[config.mk]
export PLATFORM = sky130hd
export DESIGN_NAME = sev_freeze_ctrl
export DESIGN_NICKNAME = d
export VERILOG_FILES = /design/src/rtl/sfc_pkg.sv /design/src/rtl/sfc_eoe_track.sv /design/src/rtl/sfc_sev_class.sv /design/src/rtl/sfc_remove_mask.sv /design/src/rtl/sev_freeze_ctrl.sv
export SDC_FILE = /design/constraint.sdc
export NUM_CORES = 1
export LEC_CHECK = 0
export ABC_AREA = 1
export BUFFER_PORTS_ARGS = -buffer_cell sky130_fd_sc_hd__buf_2
export CAP_MARGIN = 30
export CORE_MARGIN = 5
export CORE_UTILIZATION = 35
export DETAILED_ROUTE_END_ITERATION = 10
export PLACE_DENSITY = 0.59
export SYNTH_ARGS = -nofsm -noshare
export SYNTH_HDL_FRONTEND = slang
export SYNTH_SLANG_ARGS = --single-unit
[constraint.sdc]
create_clock -name clk -period 1.4 [get_ports clk]
set_input_delay 0.07 -clock clk [delete_from_list [all_inputs] [get_ports clk]]
set_output_delay 0.07 -clock clk [all_outputs]
set_load 0.05 [all_outputs]
[src/rtl/sfc_pkg.sv]
package sfc_pkg;
  typedef enum logic [2:0] {
    ST_IDLE      = 3'd0,
    ST_INIT      = 3'd1,
    ST_WAIT_EE   = 3'd2,
    ST_WAIT_DONE = 3'd3,
    ST_FROZEN    = 3'd4
  } ctrl_state_t;
endpackage

[src/rtl/sfc_eoe_track.sv]
module sfc_eoe_track (
  input  logic clk,
  input  logic rst_n,
  input  logic arm,
  input  logic clear,
  input  logic hit_mark,
  input  logic road_mark,
  output logic done
);
  logic hit_seen, road_seen;
  logic hit_now, road_now;

  assign hit_now  = hit_seen  | (arm & hit_mark);
  assign road_now = road_seen | (arm & road_mark);
  assign done     = arm & hit_now & road_now;

  always_ff @(posedge clk or negedge rst_n) begin
    if (!rst_n) begin
      hit_seen  <= 1'b0;
      road_seen <= 1'b0;
    end else if (clear) begin
      hit_seen  <= 1'b0;
      road_seen <= 1'b0;
    end else begin
      hit_seen  <= hit_now;
      road_seen <= road_now;
    end
  end
endmodule

[src/rtl/sfc_sev_class.sv]
module sfc_sev_class #(
  parameter int KIND_W = 4
) (
  input  logic [KIND_W-1:0] kind,
  input  logic [KIND_W-1:0] thresh,
  output logic              fatal
);
  assign fatal = (kind >= thresh);
endmodule

[src/rtl/sfc_remove_mask.sv]
module sfc_remove_mask #(
  parameter int N_STREAMS = 8
) (
  input  logic                 clk,
  input  logic                 rst_n,
  input  logic                 add_en,
  input  logic [N_STREAMS-1:0] add_bits,
  output logic [N_STREAMS-1:0] mask
);
  for (genvar i = 0; i < N_STREAMS; i++) begin : g_bit
    always_ff @(posedge clk or negedge rst_n) begin
      if (!rst_n) mask[i] <= 1'b0;
      else        mask[i] <= mask[i] | (add_en & add_bits[i]);
    end
  end
endmodule

[src/rtl/sev_freeze_ctrl.sv]
module sev_freeze_ctrl
  import sfc_pkg::*;
#(
  parameter int N_STREAMS = 8,
  parameter int KIND_W    = 4
) (
  input  logic                 clk,
  input  logic                 rst_n,
  input  logic [KIND_W-1:0]    sev_thresh,
  input  logic                 hit_eoe,
  input  logic                 road_eoe,
  input  logic                 flt_valid,
  output logic                 flt_ready,
  input  logic [KIND_W-1:0]    flt_kind,
  input  logic [N_STREAMS-1:0] flt_streams,
  output logic                 evt_init,
  output logic                 frz_down,
  output logic                 frz_up,
  output logic [N_STREAMS-1:0] strm_off
);
  ctrl_state_t state, state_nx;
  logic fatal, flt_fire, ev_done, armed;

  assign armed     = (state == ST_WAIT_EE) || (state == ST_WAIT_DONE);
  assign flt_ready = armed;
  assign flt_fire  = flt_valid & flt_ready;

  sfc_eoe_track u_track (
    .clk       (clk),
    .rst_n     (rst_n),
    .arm       (armed),
    .clear     (state == ST_INIT),
    .hit_mark  (hit_eoe),
    .road_mark (road_eoe),
    .done      (ev_done)
  );

  sfc_sev_class #(.KIND_W(KIND_W)) u_class (
    .kind   (flt_kind),
    .thresh (sev_thresh),
    .fatal  (fatal)
  );

  sfc_remove_mask #(.N_STREAMS(N_STREAMS)) u_mask (
    .clk      (clk),
    .rst_n    (rst_n),
    .add_en   (flt_fire & ~fatal),
    .add_bits (flt_streams),
    .mask     (strm_off)
  );

  always_comb begin
    state_nx = state;
    unique case (state)
      ST_IDLE:      state_nx = ST_INIT;
      ST_INIT:      state_nx = ST_WAIT_EE;
      ST_WAIT_EE: begin
        if (ev_done)             state_nx = (flt_fire && fatal) ? ST_FROZEN : ST_INIT;
        else if (flt_fire && fatal) state_nx = ST_WAIT_DONE;
      end
      ST_WAIT_DONE: if (ev_done) state_nx = ST_FROZEN;
      ST_FROZEN:    state_nx = ST_FROZEN;
      default:      state_nx = ST_IDLE;
    endcase
  end

  always_ff @(posedge clk or negedge rst_n) begin
    if (!rst_n) state <= ST_IDLE;
    else        state <= state_nx;
  end

  assign evt_init = (state == ST_INIT);
  assign frz_down = (state == ST_FROZEN);
  assign frz_up   = (state == ST_FROZEN);
endmodule

==> flow_summary.json, run 1 <==
{
  "grt_pass1_wl_um": 2810,
  "synth_top_family_by_area": "simple AND/OR/NAND/NOR gates",
  "fill_cells": 229,
  "finalCriticalPeriod_ps": 1310,
  "cap_violations": 0,
  "num_vias": 686,
  "syn_to_final_growth_pct": 32.7,
  "status": "complete, no violations",
  "wl_per_cell_um": 10.2,
  "synth_compound_area_frac": 0.132,
  "cts_root_buffer": "clkbuf_4",
  "power_leakage_nw": 0.600,
  "die_w_um": 56.9,
  "place_congestion": 0.833,
  "firstDrtPassIters": 4,
  "worst_pin_slew_ps": 293,
  "fin_skew_ps": 2.98,
  "cp.arrival_ps": 1240,
  "synthSimpleGateAreaFrac": 0.229,
  "synthXorXnorAreaFrac": 0,
  "p_sw_mw": 0.227,
  "syn_nets": 117,
  "fp.dieH_um": 56.9,
  "cts_max_path_buffers": 2,
  "insertion_delay_ps": 270,
  "num_rows": 17,
  "grt-ovfl-total": 0,
  "combinationalPowerShare": 0.209,
  "ys_types": 20,
  "routed_wl_um": 1600,
  "die_area_um2": 3240,
  "grt_pass1_vias": 701,
  "finalHoldViolations": 0,
  "yosys_register_bits": 13,
  "setup-violations-final": 0,
  "synth_area_um2": 769,
  "layout_common_cells": "buf_2 (29), inv_1 (27), dfrtp_1 (13)",
  "regArea_um2": 325,
  "synth_area_leaders": "dfrtp_1 (42%), inv_1 (13%), o21bai_1 (7.8%), ha_1 (6.5%), nand2_1 (5.9%)",
  "htreeDepth": 1,
  "multi_input_area_um2": 339,
  "synth_seq_area_share": 0.423,
  "power.internal_mw": 0.553,
  "io_pins": 33,
  "dp.cells": 152,
  "route.detailed.drc": 0,
  "vias_per_cell": 4.37,
  "seqPwrFrac": 0.509,
  "grt_max_degree": 14,
  "rsz0062_at_grt": "true",
  "cts_tree": "done",
  "swShare": 0.291,
  "synth_top_cell_area_share": 0.423,
  "setup_tns_ps": 0,
  "io_buffers": 32,
  "p_clk_frac": 0.282,
  "synthCells": 92,
  "maxSlewHeadroom": 0.805,
  "hold_class": "primary input to flop",
  "worstSetupStartpointType": "flop",
  "initial_utilization": 0.358,
  "numCtsBuffers": 3,
  "final_max_slew_viol_count": 0,
  "cp-end-kind": "output port",
  "fmax_mhz": 761,
  "drive_above_1_share": 0.395,
  "nets": 155,
  "worstPathRequired_ps": 1330,
  "dr.first_iter.drc_count": 5,
  "grt.total_usage": 0.107,
  "synthAdderAreaFrac": 0.0650,
  "post_cts_buffers": 0,
  "fin_crit_sh": 0.938,
  "syn_area_per_cell_um2": 8.36,
  "core-area_um2": 2150,
  "yosysTopAreaCell": "dfrtp_1",
  "synth_warnings": 0,
  "final_common_cell": "buf_2",
  "antenna_found_initial": 0,
  "diodes": 0,
  "p_per_area_nw_per_um2": 764,
  "clk_pin_slew_ps": 80,
  "synthMuxAreaShare": 0,
  "cts.sinks": 13,
  "worstPathMaxFanout": 5,
  "path_class": "flop to output port",
  "ant_nets": 0,
  "ir_drop_mv": 0.461,
  "dp_hpwl_um": 1340,
  "utilization": 0.475,
  "fin_cells": 157
}
[path summary, 6_finish.rpt]
| kind | startpoint | to | slack [ps] | depth (start not counted) |
|---|---|---|---|---|
| worst min register to register | u_mask.mask[7] | u_mask.mask[7] | 480 | 1 |
| worst max register to register | state[2] | u_mask.mask[5] | 120 | 5 |
| max in group asynchronous | rst_n | u_mask.mask[3] | 940 | 2 |
| worst min-delay path | flt_streams[1] | u_mask.mask[1] | 30 | 3 |
| min in group asynchronous | rst_n | u_mask.mask[5] | 250 | 2 |
| worst max-delay path | state[2] | evt_init | 90 | 2 |
[metal layers]
| metal | global-route usage | vias up | share of wire |
|---|---|---|---|
| li1 | - | 355 | - |
| met1 | 0.123 | 297 | 0.41 |
| met2 | 0.178 | 28 | 0.47 |
| met3 | 0.0253 | 6 | 0.086 |
| met4 | 0.0629 | 0 | 0.031 |
| met5 | 0 | - | 0 |
[synth_stat cells]
| library cell | instances |
|---|---|
| inv_1 | 27 |
| dfrtp_1 | 13 |
| nand2_1 | 12 |
| o21bai_1 | 8 |
| nand3_1 | 6 |
| ha_1 | 4 |
| nand2_2 | 3 |
| nor2_1 | 3 |
| a21oi_2 | 2 |
| inv_2 | 2 |
| nor2_4 | 2 |
| o21ai_0 | 2 |
| a21oi_1 | 1 |
| buf_4 | 1 |
| nand3_2 | 1 |
| nand4_1 | 1 |
| nand4_4 | 1 |
| nor2_2 | 1 |
| nor3_1 | 1 |
| o21ai_2 | 1 |
[sequential cells by signal (all words and copies together), names as in the netlist]
signal             count
state                  3
u_track.road_seen      1
u_mask.mask            8
u_track.hit_seen       1
[area by class of cell]
type	instances	share of cell area
well taps	28	0.0343
repair buffers	34	0.181
clock buffers	3	0.0221
clock inverters	1	0.00490
multi-input cells	49	0.332
inverters	29	0.107
flip-flops and latches	13	0.319
[power groups by stage]
stage | Combinational, mW | Sequential [mW] | Clock (mW)
after floorplan | 0.0468 | 0.457 | 0
after global placement | 0.160 | 0.403 | 0
after detailed placement | 0.163 | 0.404 | 0
after CTS | 0.165 | 0.397 | 0.228
after global routing | 0.179 | 0.400 | 0.247
final | 0.163 | 0.397 | 0.220
[critical path, cell delays in order (launching register included)]
cell	delay [ps]
dfrtp_1	480
nor3_4	230
clkbuf_4	260
[repair_timing]
action | CTS | global route
hold endpoints to repair | 13 | 0
setup endpoints to repair | 0 | 3
gates resized for setup | 0 | 4
hold buffers | 1 | 0
[kinds of logic (layout without fill, tap and decap cells)]
logic type | Yosys count | in the layout
fa+ha+maj | 4 | 4
compound gates | 14 | 14
buf+inv | 30 | 67
simple gates | 31 | 31
flops | 13 | 13
[per-stage QoR]
| stage | worst slack (ps) | hold WS [ps] | cell area (um2) | total power, mW |
|---|---|---|---|---|
| 2_1_floorplan | 52.5 | -226 | 781 | 0.504 |
| 3_3_place_gp | 154 | -26.5 | 976 | 0.564 |
| 3_5_place_dp | 116 | -32.7 | 976 | 0.567 |
| 4_1_cts | 40.0 | 24.6 | 1010 | 0.791 |
| 5_1_grt | -0.767 | 32.3 | 1020 | 0.826 |
| 6_report | 86.4 | 32.1 | 1020 | 0.780 |
No activity file was read; power rests on OpenSTA's default activity.
==> inputs of run 2 (changes only) <==
ABC_AREA = 0   (was 1)
PLACE_DENSITY = 0.61   (was 0.59)
==> run 2 against run 1 <==
Clock skew rose by 4.0 ps. Final cell count fell by 20%. Register-to-register slack got worse by 50 ps. Count of clock-buffer cells in the layout rose by 1.
==> flow_summary.json, run 2 <==
{
  "status": "complete, no violations",
  "io_pins": 33,
  "grt-ovfl-total": 0,
  "dp_hpwl_um": 1080,
  "finalCriticalPeriod_ps": 1330,
  "drive_above_1_share": 0.450,
  "numCtsBuffers": 3,
  "async_flop_share": 1.00,
  "synth_area_um2": 651,
  "syn_to_final_growth_pct": 51.7,
  "cpPeakStageDelay_ps": 480,
  "worst_slack_ps": 67.6,
  "dr.first_iter.drc_count": 8,
  "cp.arrival_ps": 1530,
  "fin_skew_ps": 7.01,
  "core-area_um2": 1750,
  "cp-end-kind": "flop",
  "synthCells": 56,
  "synth.most_common_cell": "dfrtp_1",
  "worstPathMaxFanout": 6,
  "top_regs": "u_mask.mask: 8 flops, state: 3 flops",
  "crit_slowest_cell": "dfrtp_1",
  "worstSetupStartpointType": "flop",
  "path_class": "flop to flop",
  "cap_violations": 0,
  "setup-violations-final": 0,
  "multi_input_area_um2": 329,
  "final_common_cell": "buf_2",
  "ir_drop_mv": 1.16,
  "dp.cells": 113,
  "synth_seq_area_share": 0.500,
  "synth_top_cell_area_share": 0.500,
  "diodes": 0,
  "io_buffers": 32,
  "regMostFlops": "u_mask.mask",
  "wl_per_cell_um": 11.8,
  "die_w_um": 53.1,
  "hold_class": "primary input to flop",
  "fmax_mhz": 751,
  "synth_compound_area_frac": 0.229,
  "clk_pin_slew_ps": 70,
  "antenna_found_initial": 0,
  "dpl_cell_area_um2": 855,
  "num_vias": 583,
  "synth-main-ff-cell": "dfrtp_1",
  "synthMuxAreaShare": 0,
  "fill_cells": 152,
  "grt_pass1_wl_um": 2350,
  "syn_area_per_cell_um2": 11.6,
  "place_ws_ps": -154,
  "synthAdderAreaFrac": 0.0769,
  "cts_max_path_buffers": 2,
  "synthSimpleGateAreaFrac": 0.160,
  "synth_warnings": 0,
  "initial_utilization": 0.373,
  "ant_nets": 0,
  "power_leakage_nw": 0.478,
  "ys_types": 25,
  "vias_per_cell": 4.66,
  "place_congestion": 0.773,
  "fp.dieH_um": 53.1,
  "largest_reg_flops": 8,
  "hold_ws_ps": 18.8,
  "syn_nets": 81,
  "p_per_area_nw_per_um2": 2200,
  "post_cts_buffers": 0,
  "cts.sinks": 13,
  "maxSlewHeadroom": 0.819,
  "synth_edf_count": 0,
  "fin_crit_sh": 0.952,
  "worst_pin_slew_ps": 271,
  "routed_wl_um": 1480,
  "utilization": 0.566,
  "insertion_delay_ps": 260,
  "regArea_um2": 328,
  "synth_top_family_by_area": "compound AO/OA/AOI/OAI gates",
  "yosys_register_bits": 13,
  "worstPathRequired_ps": 1590,
  "cts_root_buffer": "clkbuf_4",
  "layout_common_cells": "buf_2 (28), dfrtp_1 (11), a21o_1 (9)",
  "route.detailed.drc": 0,
  "fin_area_um2": 987,
  "finalHoldViolations": 0,
  "fin_cells": 125,
  "die_area_um2": 2820,
  "total_power_mw": 2.17,
  "setup_tns_ps": 0,
  "yosysTopAreaCell": "dfrtp_1",
  "synthXorXnorAreaFrac": 0,
  "cts_tree": "done",
  "crit_chain": "or3b_4, a211o_1, nand3_1",
  "nets": 126,
  "synth_area_leaders": "dfrtp_1 (50%), a21o_1 (10%), ha_1 (7.7%), nor3b_1 (3.5%), a21oi_4 (2.5%)",
  "htreeDepth": 1,
  "grt_pass1_vias": 581,
  "grt_max_degree": 14,
  "final_max_slew_viol_count": 0,
  "grt.total_usage": 0.114,
  "firstDrtPassIters": 2,
  "yosys-top-cells-count": "dfrtp_1 (13), a21o_1 (9), ha_1 (4), inv_1 (4), nor3b_1 (3)",
  "num_rows": 15
}
==> run 2: changes by cell type after synthesis, moves of 2 or more <==
cell,before,now
a21oi_2,2,0
a21o_1,0,9
nand2_1,12,1
nand3_1,6,1
inv_1,27,4
o21bai_1,8,1
or3_1,0,2
nor3b_1,0,3
inv_2,2,0
nand2_2,3,0
nor2_4,2,0
==> run 2: layout make-up <==
cell class | count | area share
Sequential cell | 13 | 0.332
Inverter | 4 | 0.0152
Timing Repair Buffer | 41 | 0.261
Multi-Input combinational cell | 38 | 0.333
Clock buffer | 4 | 0.0266
Tap cell | 25 | 0.0317
==> run 2: cell families after synthesis <==
kind of cell	count (synthesis)
AOI/OAI and AO/OA	19
adders and majority gates	4
buffers and inverters	5
DFF	13
and+or+nand+nor	15
==> run 2: path summary, 6_finish.rpt <==
check / from / depth (start not counted) / slack (ps) / end
worst max-delay path: state[1] / 3 / 70 / state[0]
worst min-delay path: flt_streams[1] / 2 / 20 / u_mask.mask[1]
worst max register to register: state[1] / 3 / 70 / state[0]
worst min register to register: u_mask.mask[7] / 1 / 450 / u_mask.mask[7]
max in group asynchronous: rst_n / 2 / 960 / state[0]
min in group asynchronous: rst_n / 2 / 200 / u_mask.mask[2]
==> run 2: power breakdown <==
part / internal (mW) / switching (mW) / total (mW)
Clock: 0.110 / 0.107 / 0.217
Combinational: 0.433 / 0.804 / 1.24
Sequential: 0.552 / 0.167 / 0.719
==> run 2: worst max-delay path: cells and delay by family (launching register included) <==
kind / cells / cell delay, ps
AO/OA/AOI/OAI: 1 / 270
flip-flops: 1 / 480
AND/OR/NAND/NOR: 2 / 520
==> run 2: metal layers <==
metal  global-route usage  share of wire  vias to the layer above
met1                0.132           0.42                      260
met2                0.200           0.49                       26
met5                    0              0                        -
met3               0.0254          0.071                        4
met4               0.0511          0.016                        0
li1                     -              -                      293
==> run 2: timing repair <==
item / CTS / global route
endpoints found under the setup margin: 1 / 13
resized for setup: 1 / 8
endpoints found under the hold margin: 20 / 0
hold buffers: 8 / 0
==> inputs of run 3 (changes only) <==
PLACE_DENSITY = 0.62   (was 0.61)
SYNTH_HIERARCHICAL = 1   (was unset)
==> run 3 against run 2 <==
Clock power about the same. Wire length decreased by 10%. Combinational power down 30%. Highest routed layer is now met3. Synthesized cell count decreased by 1.8%. Count of clock-buffer cells in the layout is the same. Largest cell class is now sequential cells. Non-clock buffer count is the same. Final cell count decreased by 1.6%.
==> flow_summary.json, run 3 <==
{
  "io_pins": 33,
  "timing.rr.start": "state[2]",
  "cp.arrival_ps": 1280,
  "final_max_slew_viol_count": 0,
  "place_ws_ps": -219,
  "cts_tree": "done",
  "dp_hpwl_um": 1040,
  "reg2reg_to": "state[0]",
  "firstDrtPassIters": 4,
  "setup-violations-final": 0,
  "worstPathRequired_ps": 1330,
  "yosysTopAreaCell": "dfrtp_1",
  "async_flop_share": 1.00,
  "synthCells": 55,
  "path_class": "flop to output port",
  "die_area_um2": 2760,
  "vias_per_cell": 4.62,
  "utilization": 0.563,
  "nets": 124,
  "syn_to_final_growth_pct": 53.9,
  "cts_root_buffer": "clkbuf_4",
  "cts_max_path_buffers": 2,
  "cp-end-kind": "output port",
  "grt-ovfl-total": 0,
  "final_common_cell": "buf_2",
  "reg2reg_depth": 5,
  "synth_area_leaders": "dfrtp_1 (51%), a21o_1 (9.5%), ha_1 (7.9%), a21oi_1 (2.4%), a2111oi_2 (2.4%)",
  "synth_compound_area_frac": 0.222,
  "grt_max_degree": 14,
  "synth_area_um2": 632,
  "power_leakage_nw": 0.451,
  "worstSetupStartpointType": "flop",
  "layout_common_cells": "buf_2 (29), dfrtp_1 (13), a21o_1 (8)",
  "total_power_mw": 1.63,
  "synth_warnings": 6,
  "hold_class": "primary input to flop",
  "synth_top_family_by_area": "compound AO/OA/AOI/OAI gates",
  "synthXorXnorAreaFrac": 0,
  "drive_above_1_share": 0.480,
  "cap_violations": 0,
  "initial_utilization": 0.366,
  "maxSlewHeadroom": 0.813,
  "num_rows": 15,
  "ir_drop_mv": 0.884,
  "finalCriticalPeriod_ps": 1350,
  "synthMuxAreaShare": 0,
  "top_regs": "u_mask/mask: 8 flops, state: 3 flops",
  "htreeDepth": 1,
  "status": "complete, no violations",
  "p_per_area_nw_per_um2": 1680,
  "min_from": "flt_streams[0]",
  "regMostFlops": "u_mask/mask",
  "grt.total_usage": 0.101,
  "largest_reg_flops": 8,
  "die_w_um": 52.5,
  "whs_endpoint": "u_mask/mask[0]",
  "fin_cells": 123,
  "regToRegSetupSlack_ps": 130,
  "place_congestion": 0.746,
  "grt_pass1_vias": 566,
  "synth_edf_count": 0,
  "cts.sinks": 13,
  "yosys-top-cells-count": "dfrtp_1 (13), a21o_1 (8), ha_1 (4), inv_1 (4), nor2_1 (4)",
  "dr.first_iter.drc_count": 8,
  "syn_area_per_cell_um2": 11.5,
  "fin_crit_sh": 0.964,
  "synth.most_common_cell": "dfrtp_1",
  "synth_top_cell_area_share": 0.515,
  "fmax_mhz": 741,
  "grt_pass1_wl_um": 2080,
  "post_cts_buffers": 0,
  "antenna_found_initial": 0,
  "worst_slack_ps": 50.9,
  "ant_nets": 0,
  "finalHoldViolations": 0,
  "diodes": 0,
  "yosys_register_bits": 13,
  "synthSimpleGateAreaFrac": 0.125,
  "fp.dieH_um": 52.5,
  "ys_types": 24,
  "insertion_delay_ps": 270,
  "synth-main-ff-cell": "dfrtp_1",
  "io_buffers": 32,
  "clk_pin_slew_ps": 70,
  "numCtsBuffers": 3,
  "synthAdderAreaFrac": 0.0792,
  "route.detailed.drc": 0,
  "hold_depth": 2,
  "num_vias": 568,
  "worstPathMaxFanout": 4,
  "routed_wl_um": 1330,
  "syn_nets": 80,
  "fin_skew_ps": 1.11,
  "dp.cells": 113,
  "rsz0062_at_grt": "true",
  "worst_pin_slew_ps": 281,
  "core-area_um2": 1730,
  "synth_seq_area_share": 0.515,
  "wl_per_cell_um": 10.8
}
run 3: changes by cell type in the layout (fill, tap and decap cells not counted), sizes merged, moves of 2 or more:
cell | previous run | this run
or3 | 2 | 0
clkbuf | 7 | 4
nor3 | 0 | 2
nor3b | 3 | 1
buf | 30 | 35
nor2 | 2 | 4
dlygate4sd3 | 8 | 6
run 3: cell families after synthesis:
group,after synthesis
buffers and inverters,7
DFF,13
and+or+nand+nor,13
adders and majority gates,4
AOI/OAI and AO/OA,18
run 3: final cells by class:
type                    instances  area [um2]
fillers                       164         754
well taps                      25        31.3
inverters                       5        18.8
flip-flops and latches         13         325
clock buffers                   4        26.3
multi-input cells              35         309
repair buffers                 41         262
run 3: worst max path at each step:
stage / slack [ps] / cells past startpoint / startpoint / to
finish: 50 / 3 / state[2] / evt_init
detailed placement: -220 / 8 / flt_kind[0] / u_mask/mask[3]
CTS: 10 / 3 / state[2] / evt_init
global route: -9 / 3 / state[2] / evt_init
floorplan: -170 / 5 / state[1] / state[0]
global placement: -180 / 8 / flt_kind[0] / u_mask/mask[2]
run 3: repair_timing:
item                       4_1_cts  5_1_grt
pin swaps                        0        0
setup endpoints to repair        3       11
hold endpoints to repair        16        2
gates resized for setup          4        5
hold buffers                     4        2
run 3: where the power goes:
part	internal (mW)	switching (mW)
Clock	0.110	0.108
Combinational	0.353	0.522
Sequential	0.473	0.0655
run 3: worst max-delay path, cell delays in order, from the launching register on:
cell	delay [ps]
dfrtp_1	410
buf_4	170
nor3b_4	240
buf_6	200
run 3: layer usage:
metal	GRT usage	share of wire	up-vias
met4	0.0255	0	0
met1	0.101	0.44	262
met3	0.0456	0.071	0
met5	0	0	-
li1	-	-	285
met2	0.186	0.49	21
run 3: metrics by stage:
step	hold slack, ps	area, um2	setup TNS (ps)
6_report	13.1	972	0
5_1_grt	0.745	972	-11.6
4_1_cts	0.386	933	0
3_5_place_dp	-34.2	857	-1800
3_3_place_gp	-33.2	857	-1460
2_1_floorplan	-226	662	-201
